$ cat src/rtl/dcb_pkg.sv
package dcb_pkg;

  // Sign applied to the recycled requantization error.
  typedef enum logic {
    FB_ADD = 1'b0,
    FB_SUB = 1'b1
  } fb_sign_e;

endpackage

$ cat src/rtl/dcb_accum.sv
module dcb_accum
  import dcb_pkg::*;
#(
  parameter int DATA_W = 32,
  parameter int FRAC_W = 30,
  parameter int ACC_W  = 68,
  parameter logic signed [DATA_W-1:0] ALPHA = 32'sd1073227115
) (
  input  logic signed [DATA_W-1:0] x_in,
  input  logic signed [DATA_W-1:0] x_prev,
  input  logic signed [DATA_W-1:0] y_prev,
  input  logic signed [ACC_W-1:0]  err,
  input  fb_sign_e                 fb_sign,
  output logic signed [ACC_W-1:0]  acc
);

  localparam int EXT_W = ACC_W - DATA_W;

  logic signed [ACC_W-1:0] x_w, xp_w, yp_w, alpha_w;
  logic signed [ACC_W-1:0] diff_w, prod_w, fb_w;

  always_comb begin
    x_w     = {{EXT_W{x_in[DATA_W-1]}}, x_in};
    xp_w    = {{EXT_W{x_prev[DATA_W-1]}}, x_prev};
    yp_w    = {{EXT_W{y_prev[DATA_W-1]}}, y_prev};
    alpha_w = {{EXT_W{ALPHA[DATA_W-1]}}, ALPHA};
    // input difference aligned to the product's fractional weight
    diff_w  = (x_w - xp_w) <<< FRAC_W;
    prod_w  = yp_w * alpha_w;
    fb_w    = (fb_sign == FB_SUB) ? -err : err;
    acc     = diff_w + prod_w + fb_w;
  end

endmodule

$ cat src/rtl/dcb_requant.sv
module dcb_requant #(
  parameter int DATA_W = 32,
  parameter int FRAC_W = 30,
  parameter int ACC_W  = 68
) (
  input  logic signed [ACC_W-1:0]  acc,
  output logic signed [DATA_W-1:0] y,
  output logic signed [ACC_W-1:0]  err_new,
  output logic                     clip_hi,
  output logic                     clip_lo
);

  localparam int EXT_W = ACC_W - DATA_W;
  localparam logic signed [ACC_W-1:0] LIM_HI = {{(EXT_W+1){1'b0}}, {(DATA_W-1){1'b1}}};
  localparam logic signed [ACC_W-1:0] LIM_LO = {{(EXT_W+1){1'b1}}, {(DATA_W-1){1'b0}}};
  localparam logic signed [DATA_W-1:0] Y_MAX = {1'b0, {(DATA_W-1){1'b1}}};
  localparam logic signed [DATA_W-1:0] Y_MIN = {1'b1, {(DATA_W-1){1'b0}}};

  logic signed [ACC_W-1:0] q;
  logic signed [ACC_W-1:0] y_w;

  always_comb begin
    // floor division by discarding the low fractional bits
    q       = acc >>> FRAC_W;
    clip_hi = (q > LIM_HI);
    clip_lo = (q < LIM_LO);
    if (clip_hi)      y = Y_MAX;
    else if (clip_lo) y = Y_MIN;
    else              y = q[DATA_W-1:0];
    y_w     = {{EXT_W{y[DATA_W-1]}}, y};
    err_new = acc - (y_w <<< FRAC_W);
  end

endmodule

$ cat src/rtl/dcb_state.sv
module dcb_state
  import dcb_pkg::*;
#(
  parameter int DATA_W = 32,
  parameter int FRAC_W = 30,
  parameter int ACC_W  = 68
) (
  input  logic                     clk,
  input  logic                     rst_n,
  input  logic                     accept,
  input  logic                     flip_en,
  input  logic                     clip,
  input  logic signed [DATA_W-1:0] x_in,
  input  logic signed [DATA_W-1:0] y_new,
  input  logic signed [ACC_W-1:0]  err_new,
  output logic signed [DATA_W-1:0] x_prev,
  output logic signed [DATA_W-1:0] y_prev,
  output logic signed [ACC_W-1:0]  err_q,
  output fb_sign_e                 fb_sign
);

  localparam logic signed [ACC_W-1:0] ERR_ONE =
    {{(ACC_W-FRAC_W-1){1'b0}}, 1'b1, {FRAC_W{1'b0}}};

  always_ff @(posedge clk) begin
    if (!rst_n) begin
      x_prev  <= '0;
      y_prev  <= '0;
      err_q   <= '0;
      fb_sign <= FB_ADD;
    end else if (accept) begin
      x_prev  <= x_in;
      y_prev  <= y_new;
      err_q   <= err_new;
      fb_sign <= (flip_en && clip) ? FB_SUB : FB_ADD;
    end
  end


  idle_hold_chk: assert property (@(posedge clk) disable iff (!rst_n)
    !accept |=> ($stable(x_prev) && $stable(y_prev) && $stable(err_q) && $stable(fb_sign)));


  err_res_chk: assert property (@(posedge clk) disable iff (!rst_n)
    (accept && !clip) |=> (err_q >= 0 && err_q < ERR_ONE));


  fb_norm_chk: assert property (@(posedge clk) disable iff (!rst_n)
    (accept && !(flip_en && clip)) |=> (fb_sign == FB_ADD));

endmodule

$ cat src/rtl/dc_blocker.sv
module dc_blocker
  import dcb_pkg::*;
#(
  parameter int DATA_W  = 32,
  parameter int FRAC_W  = 30,
  parameter int GUARD_W = 4,
  parameter logic signed [DATA_W-1:0] ALPHA = 32'sd1073227115
) (
  input  logic              clk,
  input  logic              rst_n,
  input  logic              flip_en,
  input  logic              in_valid,
  output logic              in_ready,
  input  logic [DATA_W-1:0] in_data,
  output logic              out_valid,
  input  logic              out_ready,
  output logic [DATA_W-1:0] out_data
);

  localparam int ACC_W = 2 * DATA_W + GUARD_W;
  localparam logic [DATA_W-1:0] OUT_MAX = {1'b0, {(DATA_W-1){1'b1}}};
  localparam logic [DATA_W-1:0] OUT_MIN = {1'b1, {(DATA_W-1){1'b0}}};

  logic                     accept;
  logic signed [DATA_W-1:0] x_s, x_prev, y_prev, y_new;
  logic signed [ACC_W-1:0]  acc, err_q, err_new;
  logic                     clip_hi, clip_lo;
  fb_sign_e                 fb_sign;

  assign in_ready = !out_valid || out_ready;
  assign accept   = in_valid && in_ready;
  assign x_s      = in_data;

  dcb_accum #(
    .DATA_W (DATA_W),
    .FRAC_W (FRAC_W),
    .ACC_W  (ACC_W),
    .ALPHA  (ALPHA)
  ) u_accum (
    .x_in    (x_s),
    .x_prev  (x_prev),
    .y_prev  (y_prev),
    .err     (err_q),
    .fb_sign (fb_sign),
    .acc     (acc)
  );

  dcb_requant #(
    .DATA_W (DATA_W),
    .FRAC_W (FRAC_W),
    .ACC_W  (ACC_W)
  ) u_requant (
    .acc     (acc),
    .y       (y_new),
    .err_new (err_new),
    .clip_hi (clip_hi),
    .clip_lo (clip_lo)
  );

  dcb_state #(
    .DATA_W (DATA_W),
    .FRAC_W (FRAC_W),
    .ACC_W  (ACC_W)
  ) u_state (
    .clk     (clk),
    .rst_n   (rst_n),
    .accept  (accept),
    .flip_en (flip_en),
    .clip    (clip_hi || clip_lo),
    .x_in    (x_s),
    .y_new   (y_new),
    .err_new (err_new),
    .x_prev  (x_prev),
    .y_prev  (y_prev),
    .err_q   (err_q),
    .fb_sign (fb_sign)
  );

  always_ff @(posedge clk) begin
    if (!rst_n) begin
      out_valid <= 1'b0;
      out_data  <= '0;
    end else if (accept) begin
      out_valid <= 1'b1;
      out_data  <= y_new;
    end else if (out_ready) begin
      out_valid <= 1'b0;
    end
  end


  accept_valid_chk: assert property (@(posedge clk) disable iff (!rst_n)
    accept |=> out_valid);


  hold_out_chk: assert property (@(posedge clk) disable iff (!rst_n)
    (out_valid && !out_ready) |=> (out_valid && $stable(out_data)));


  state_out_chk: assert property (@(posedge clk) disable iff (!rst_n)
    accept |=> (y_prev == $signed(out_data)));


  sat_hi_chk: assert property (@(posedge clk) disable iff (!rst_n)
    (accept && clip_hi) |=> (out_data == OUT_MAX));


  sat_lo_chk: assert property (@(posedge clk) disable iff (!rst_n)
    (accept && clip_lo) |=> (out_data == OUT_MIN));

endmodule

$ cat config.mk
export PLATFORM = sky130hd
export DESIGN_NAME = dc_blocker
export DESIGN_NICKNAME = d
export VERILOG_FILES = /design/src/rtl/dcb_pkg.sv /design/src/rtl/dcb_accum.sv /design/src/rtl/dcb_requant.sv /design/src/rtl/dcb_state.sv /design/src/rtl/dc_blocker.sv
export SDC_FILE = /design/constraint.sdc
export NUM_CORES = 2
export LEC_CHECK = 0
export ABC_AREA = 1
export BUFFER_PORTS_ARGS = -buffer_cell sky130_fd_sc_hd__buf_4
export CORE_ASPECT_RATIO = 0.8
export CORE_MARGIN = 1
export CORE_UTILIZATION = 50
export DETAILED_ROUTE_END_ITERATION = 16
export PLACE_DENSITY = 0.68
export SYNTH_ARGS = -nofsm -noshare
export SYNTH_HDL_FRONTEND = slang
export SYNTH_HIERARCHICAL = 1
export SYNTH_SLANG_ARGS = --single-unit
$ cat constraint.sdc
create_clock -name clk -period 12.8 [get_ports clk]
set_input_delay 1.28 -clock clk [delete_from_list [all_inputs] [get_ports clk]]
set_output_delay 1.28 -clock clk [all_outputs]
set_load 0.05 [all_outputs]
### Word-level counts from Yosys, hierarchy flattened

Index checks and enable logic that the tools add are counted.

* register bits: 134
* latch bits: 0
* RAM bits: 0
* memory bits (read-only): 0
* input port bits: 37
* logic and storage cells: 25
* memories: 0

* $add $sub $neg: 5
* multiply operators: 1
* div/mod/pow operators: 0
* $lt $le $gt $ge: 2
* eq/ne operators: 0
* shift operators: 0
* mux-type cells: 6
* bitwise operators: 0
* reductions and logical operators: 6

Operators with widths (count)
* 68-bit adder: 2
* 68-bit two-way mux: 1
* 68-bit negation: 1
* 68-bit by 62-bit subtractor with 68-bit output: 1
* 32-bit two-way mux: 2
* 32-bit by 31-bit multiplier with 63-bit output, second input constant: 1
* 38-bit by 32-bit greater-than comparator with 1-bit output, second input constant: 1
* 38-bit by 32-bit < comparator with 1-bit output, second input constant: 1
* 32-bit by 32-bit subtractor with 33-bit output: 1
* 1-bit two-way mux: 3
* 1-bit logical AND: 2
* 1-bit logical OR: 2
* 2-bit nonzero test: 1
* 1-bit logical NOT: 1

### Depth between registers and ports, before layout

* depth in word-level cells: 7
* mapped depth: 72
* depth with buffers taken out: 69

### Modules after synthesis

The synthesis kept the hierarchy.

Modules (own cells, without submodules)
* dcb_accum: instances 1, cells an instance 4374, area each 31934.4 um^2, seq. area each 0.0 um^2
* dcb_state: instances 1, cells an instance 576, area each 4591.9 um^2, seq. area each 2662.6 um^2
* dcb_requant: instances 1, cells an instance 650, area each 3294.4 um^2, seq. area each 0.0 um^2
* dc_blocker: instances 1, cells an instance 217, area each 1495.2 um^2, seq. area each 660.6 um^2

### Worst setup path before layout

No wires, ideal clock.

* kind: register to register
* start point: register u_state.y_prev[31]
* end point: register u_state.err_q[62]
* arrival time: 11.763 ns
* required time: 12.684 ns
* slack: 0.921 ns
* cell stages (with the launch flop): 61
* period minus slack after synthesis: 11.879 ns
* cell sequence: dfxtp_1 ha_1 xnor2_1 fa_1 inv_1 fa_1 fa_1 inv_1 fa_1 inv_1 fa_1 inv_1 fa_1 inv_1 fa_1 inv_1 ha_1 nand2_1 [25 not listed] o21ai_0 ha_1 inv_1 fa_1 nand2_1 inv_1 o21ai_1 nand2_1 nand3_1 nand3_2 nand2_1 nand2_1 nand3_1 nand2_1 nand2_1 nand2_1 nor2_1 nor2_1

* word-level cells in the longest chain between the ends: 7
* elaborated cells on any way between the ends: 8
* classes of those cells: add/sub: 3; mul: 1; order compare: 2; mux: 2

Ends and longest elaborated chain
* from (decl): RTL line dcb_state.sv:17 `output logic signed [DATA_W-1:0] y_prev,`
* from (signal assigned): RTL line dcb_state.sv:33 `y_prev <= y_new;`
* 32-bit by 31-bit multiplier with 63-bit output: RTL line dcb_accum.sv:29 `prod_w = yp_w * alpha_w;`
* 68-bit adder (2 in series): RTL line dcb_accum.sv:31 `acc = diff_w + prod_w + fb_w;`
* named net acc[67]: RTL line dc_blocker.sv:26 `logic signed [ACC_W-1:0] acc, err_q, err_new;`
* 38-bit by 32-bit < comparator with 1-bit output: RTL line dcb_requant.sv:26 `clip_lo = (q < LIM_LO);`
* named net clip_lo: RTL line dc_blocker.sv:27 `logic clip_hi, clip_lo;`
* 32-bit two-way mux: RTL line dcb_requant.sv:28 `else if (clip_lo) y = Y_MIN;`
* 32-bit two-way mux: RTL line dcb_requant.sv:27 `if (clip_hi) y = Y_MAX;`
* named net y_new[0]: RTL line dc_blocker.sv:25 `logic signed [DATA_W-1:0] x_s, x_prev, y_prev, y_new;`
* 68-bit by 62-bit subtractor with 68-bit output: RTL line dcb_requant.sv:31 `err_new = acc - (y_w <<< FRAC_W);`
* named net err_new[62]: RTL line dc_blocker.sv:26
* to (signal assigned): RTL line dcb_state.sv:34 `err_q <= err_new;`
* to (decl): RTL line dcb_state.sv:18 `output logic signed [ACC_W-1:0] err_q,`

The timed path passes the listed nets, and every way through them passes these cells.
A chain may end at the register's enable or synchronous reset.

### Final worst setup path

* start point: input port in_data[0]
* end point: register u_state.err_q[48]

* word-level cells in the longest chain between the ends: 7
* elaborated cells on any way between the ends: 8
* classes of those cells: add/sub: 4; order compare: 2; mux: 2

Ends and longest elaborated chain
* from (decl): RTL line dc_blocker.sv:14 `input logic [DATA_W-1:0] in_data,`
* 32-bit by 32-bit subtractor with 33-bit output: RTL line dcb_accum.sv:28 `diff_w = (x_w - xp_w) <<< FRAC_W;`
* 68-bit adder (2 in series): RTL line dcb_accum.sv:31
* named net acc[67]: RTL line dc_blocker.sv:26
* 38-bit by 32-bit < comparator with 1-bit output: RTL line dcb_requant.sv:26
* named net clip_lo: RTL line dc_blocker.sv:27
* 32-bit two-way mux: RTL line dcb_requant.sv:28
* 32-bit two-way mux: RTL line dcb_requant.sv:27
* named net y_new[16]: RTL line dc_blocker.sv:25
* 68-bit by 62-bit subtractor with 68-bit output: RTL line dcb_requant.sv:31
* named net err_new[48]: RTL line dc_blocker.sv:26

The timed path passes the listed nets, and every way through them passes these cells.

==> impl_metrics.toml <==
[cells_and_area]
nFillCells = 8026
postLayoutCoreUtil_pct = 55.4
syn_to_final_growth_pct = 8.83
final_nets = 7095
drive_gt1_share_pct = 8.28

[min_path]
hold_path_end = "out_data[24]"
min_from = "out_data[24]"
min_path_cells = 2
hold_path.class = "reg2reg"

[global_routing]
grt_start_max_net_pins = 98
grt_pass1_vias = 36300
antenna_found_initial = 2
grt_usage_pct = 37.4
grt_pass1_wl_mm = 230
grt_remaining_overflow = 0

[sta]
holdWs_ns = 0.489
worstMarginPinSlew_ns = 1.15
drv_slew = 0
fin_setup_tns_ns = 0
setup_ws_ns = 0.344
grt_setup_unrepaired = "no"
finalSetupViolCount = 0
fmax_mhz = 80.3
skew_ns = 0.0262
finalCritPeriodShare_pct = 97.3
slew_headroom_pct = 22.8
min_period_ns = 12.46
hold_viol = 0

[floorplanning]
die_h_um = 259
core-area_um2 = 81100
io_pins = 71
fp.dieW_um = 323
num_rows = 93
dieArea_um2 = 83800
initial_core_util_pct = 50.9

[worst_setup_path]
endpoint_kind = "flip-flop"
r2r-end = "u_state/err_q[48]"
critPathTopFamily = "adder cells"
slowest_delay_ns = 0.55
critPathLaunchType = "primary input"
crit_top_cell = "nand2_1"
reg2reg_from = "u_state/y_prev[6]"
cp_num_buf_inv = 16
cp.arrival_ns = 12.91
r2r_cells = 51
cp_max_fo = 12
cp_slowest_cell = "fa_1"
required_ns = 13.25
reg2reg_slack_ns = 0.40
critPathKind = "in2reg"

[synthesis]
synth_top_area_cell = "fa_1"
yosys-top-cells-area = "fa_1 26%, ha_1 16%, inv_1 13%"
syn-cell-area_um2 = 41300
synthCells = 5817
synth_edf_count = 0
ys_warn_count = 6
syn_avg_cell_area_um2 = 7.10
synth-seq-cells = 166
synth_top_area_share_pct = 25.6
synth_nets = 6896
ys.flop_type = "dfxtp_1"
ys_seq_area_share_pct = 8.04
synth.distinct_cells = 60
synthArstFlopShare_pct = 0

[route]
wire_per_inst_um = 21.7
drtIter0Drc = 4572
drcViolationCount = 0
postRouteWirelength_mm = 155
routed_via_density = 5.42
postRouteAntennaNets = 0
num_vias = 38600
firstDrtPassIters = 8

[cts]
cts_setup_buffers = 0
cts_tree = "yes"
h-tree-depth = 4
clk_latency_ns = 0.53
clockRootBuffer = "clkbuf_16"
hold_buffers = 0
cts_buffers = 17
cts_resized = 0
clock-sinks = 166
path_clk_slew_ns = 0.08
clockBufferDepth = 2

[outcome]
outcome = "finished, final reports clean"

[flow_run]
drv_cap = 0

[placement]
dpl_worst_slack_ns = -0.468
dpl.hpwl_mm = 136
io_buffers = 70
gp_congestion = 1.09
==> cells in the mapped netlist (all sizes together) (17+ instances only) <==
master / count
a21oi: 302
a31oi: 27
nand4: 61
nor2: 800
o21ai: 339
buf: 72
o21bai: 29
clkbuf: 41
nor4: 17
nand3: 205
nor3: 46
inv: 1480
ha: 513
nand2: 847
xnor2: 68
xor2: 189
fa: 529
dfxtp: 166
a21o: 22
==> per-stage QoR <==
step	instances	area, um2
after floorplan	5817	41300
after global placement	7089	44200
after detailed placement	7089	44200
after CTS	7121	44800
after global routing	7121	45000
final	7123	45000
==> cell type report <==
cell class	instances	area [um2]	share of cell area (%)
clock buffers	17	425	0.946
clock inverters	15	211	0.470
multi-input cells	4056	31800	70.8
repair buffers	293	2210	4.92
diodes	2	5.00	0.0111
inverters	1482	5570	12.4
well taps	1092	1370	3.04
flip-flops and latches	166	3330	7.40
==> state kept, by name, indices dropped and copies added (netlist names) <==
name / count
u_state/y_prev: 32
u_state/fb_sign: 1
u_state/err_q: 68
out_data: 32
out_valid: 1
u_state/x_prev: 32
==> placed cells by master, fill, tap and decap left out, drive strengths merged, types with 2 or more instances in the layout <==
master | netlist | routed
a211oi | 2 | 2
a21boi | 15 | 15
a21o | 22 | 22
a21oi | 302 | 302
a31oi | 27 | 27
and3 | 2 | 2
buf | 72 | 293
clkbuf | 41 | 17
clkinv | 2 | 8
dfxtp | 166 | 166
diode | 0 | 2
fa | 529 | 529
ha | 513 | 513
inv | 1480 | 1489
nand2 | 847 | 847
nand3 | 205 | 205
nand3b | 12 | 12
nand4 | 61 | 61
nor2 | 800 | 800
nor3 | 46 | 46
nor4 | 17 | 17
o211ai | 7 | 7
o21a | 6 | 6
o21ai | 339 | 339
o21bai | 29 | 29
o221ai | 2 | 2
o31ai | 5 | 5
or2 | 5 | 5
xnor2 | 68 | 68
xor2 | 189 | 189
==> kinds of logic (layout without fill, tap and decap cells) <==
family / Yosys count / after routing / share of synthesized area [%]
adders and majority gates: 1042 / 1042 / 41.2
other: 0 / 2 / 0
buffers and inverters: 1595 / 1807 / 15.2
AOI/OAI and AO/OA: 759 / 759 / 9.99
DFF: 166 / 166 / 8.04
xor gates and xnor gates: 257 / 257 / 5.45
and+or+nand+nor: 1998 / 1998 / 20.2
==> layer usage <==
| layer | vias up | wire length (um) | share of wire [%] | GRT usage [%] |
|---|---|---|---|---|
| li1 | 18100 | - | - | - |
| met1 | 18500 | 72500 | 47 | 57.4 |
| met2 | 1809 | 59100 | 38 | 49.2 |
| met3 | 154 | 19300 | 13 | 12.7 |
| met4 | 4 | 3440 | 2.2 | 8.49 |
| met5 | - | 193 | 0.12 | 0 |
==> worst max path at each step <==
stage / slack, ns / cells after the start / from / to
3_5_place_dp: -0.47 / 64 / in_data[0] / u_state/err_q[48]
2_1_floorplan: 0.92 / 60 / u_state/y_prev[31] / u_state/err_q[62]
6_report: 0.34 / 61 / in_data[0] / u_state/err_q[48]
4_1_cts: 0.01 / 64 / in_data[0] / u_state/err_q[48]
5_1_grt: 0.003 / 61 / in_data[0] / u_state/err_q[48]
3_3_place_gp: -0.53 / 64 / in_data[0] / u_state/err_q[48]
==> worst reg2reg max path: cells and delay by family (launching register included) <==
| family | cells | cell delay [ns] |
|---|---|---|
| flip-flops | 1 | 0.32 |
| AO/OA/AOI/OAI | 4 | 0.80 |
| adder cells (fa/ha/maj) | 11 | 5.58 |
| XOR/XNOR | 3 | 0.70 |
| AND/OR/NAND/NOR | 20 | 3.43 |
| buffers and inverters | 13 | 1.51 |
Power is not shown: default switching activity piles up to over one toggle a cycle in this logic, so the estimate is an artifact.
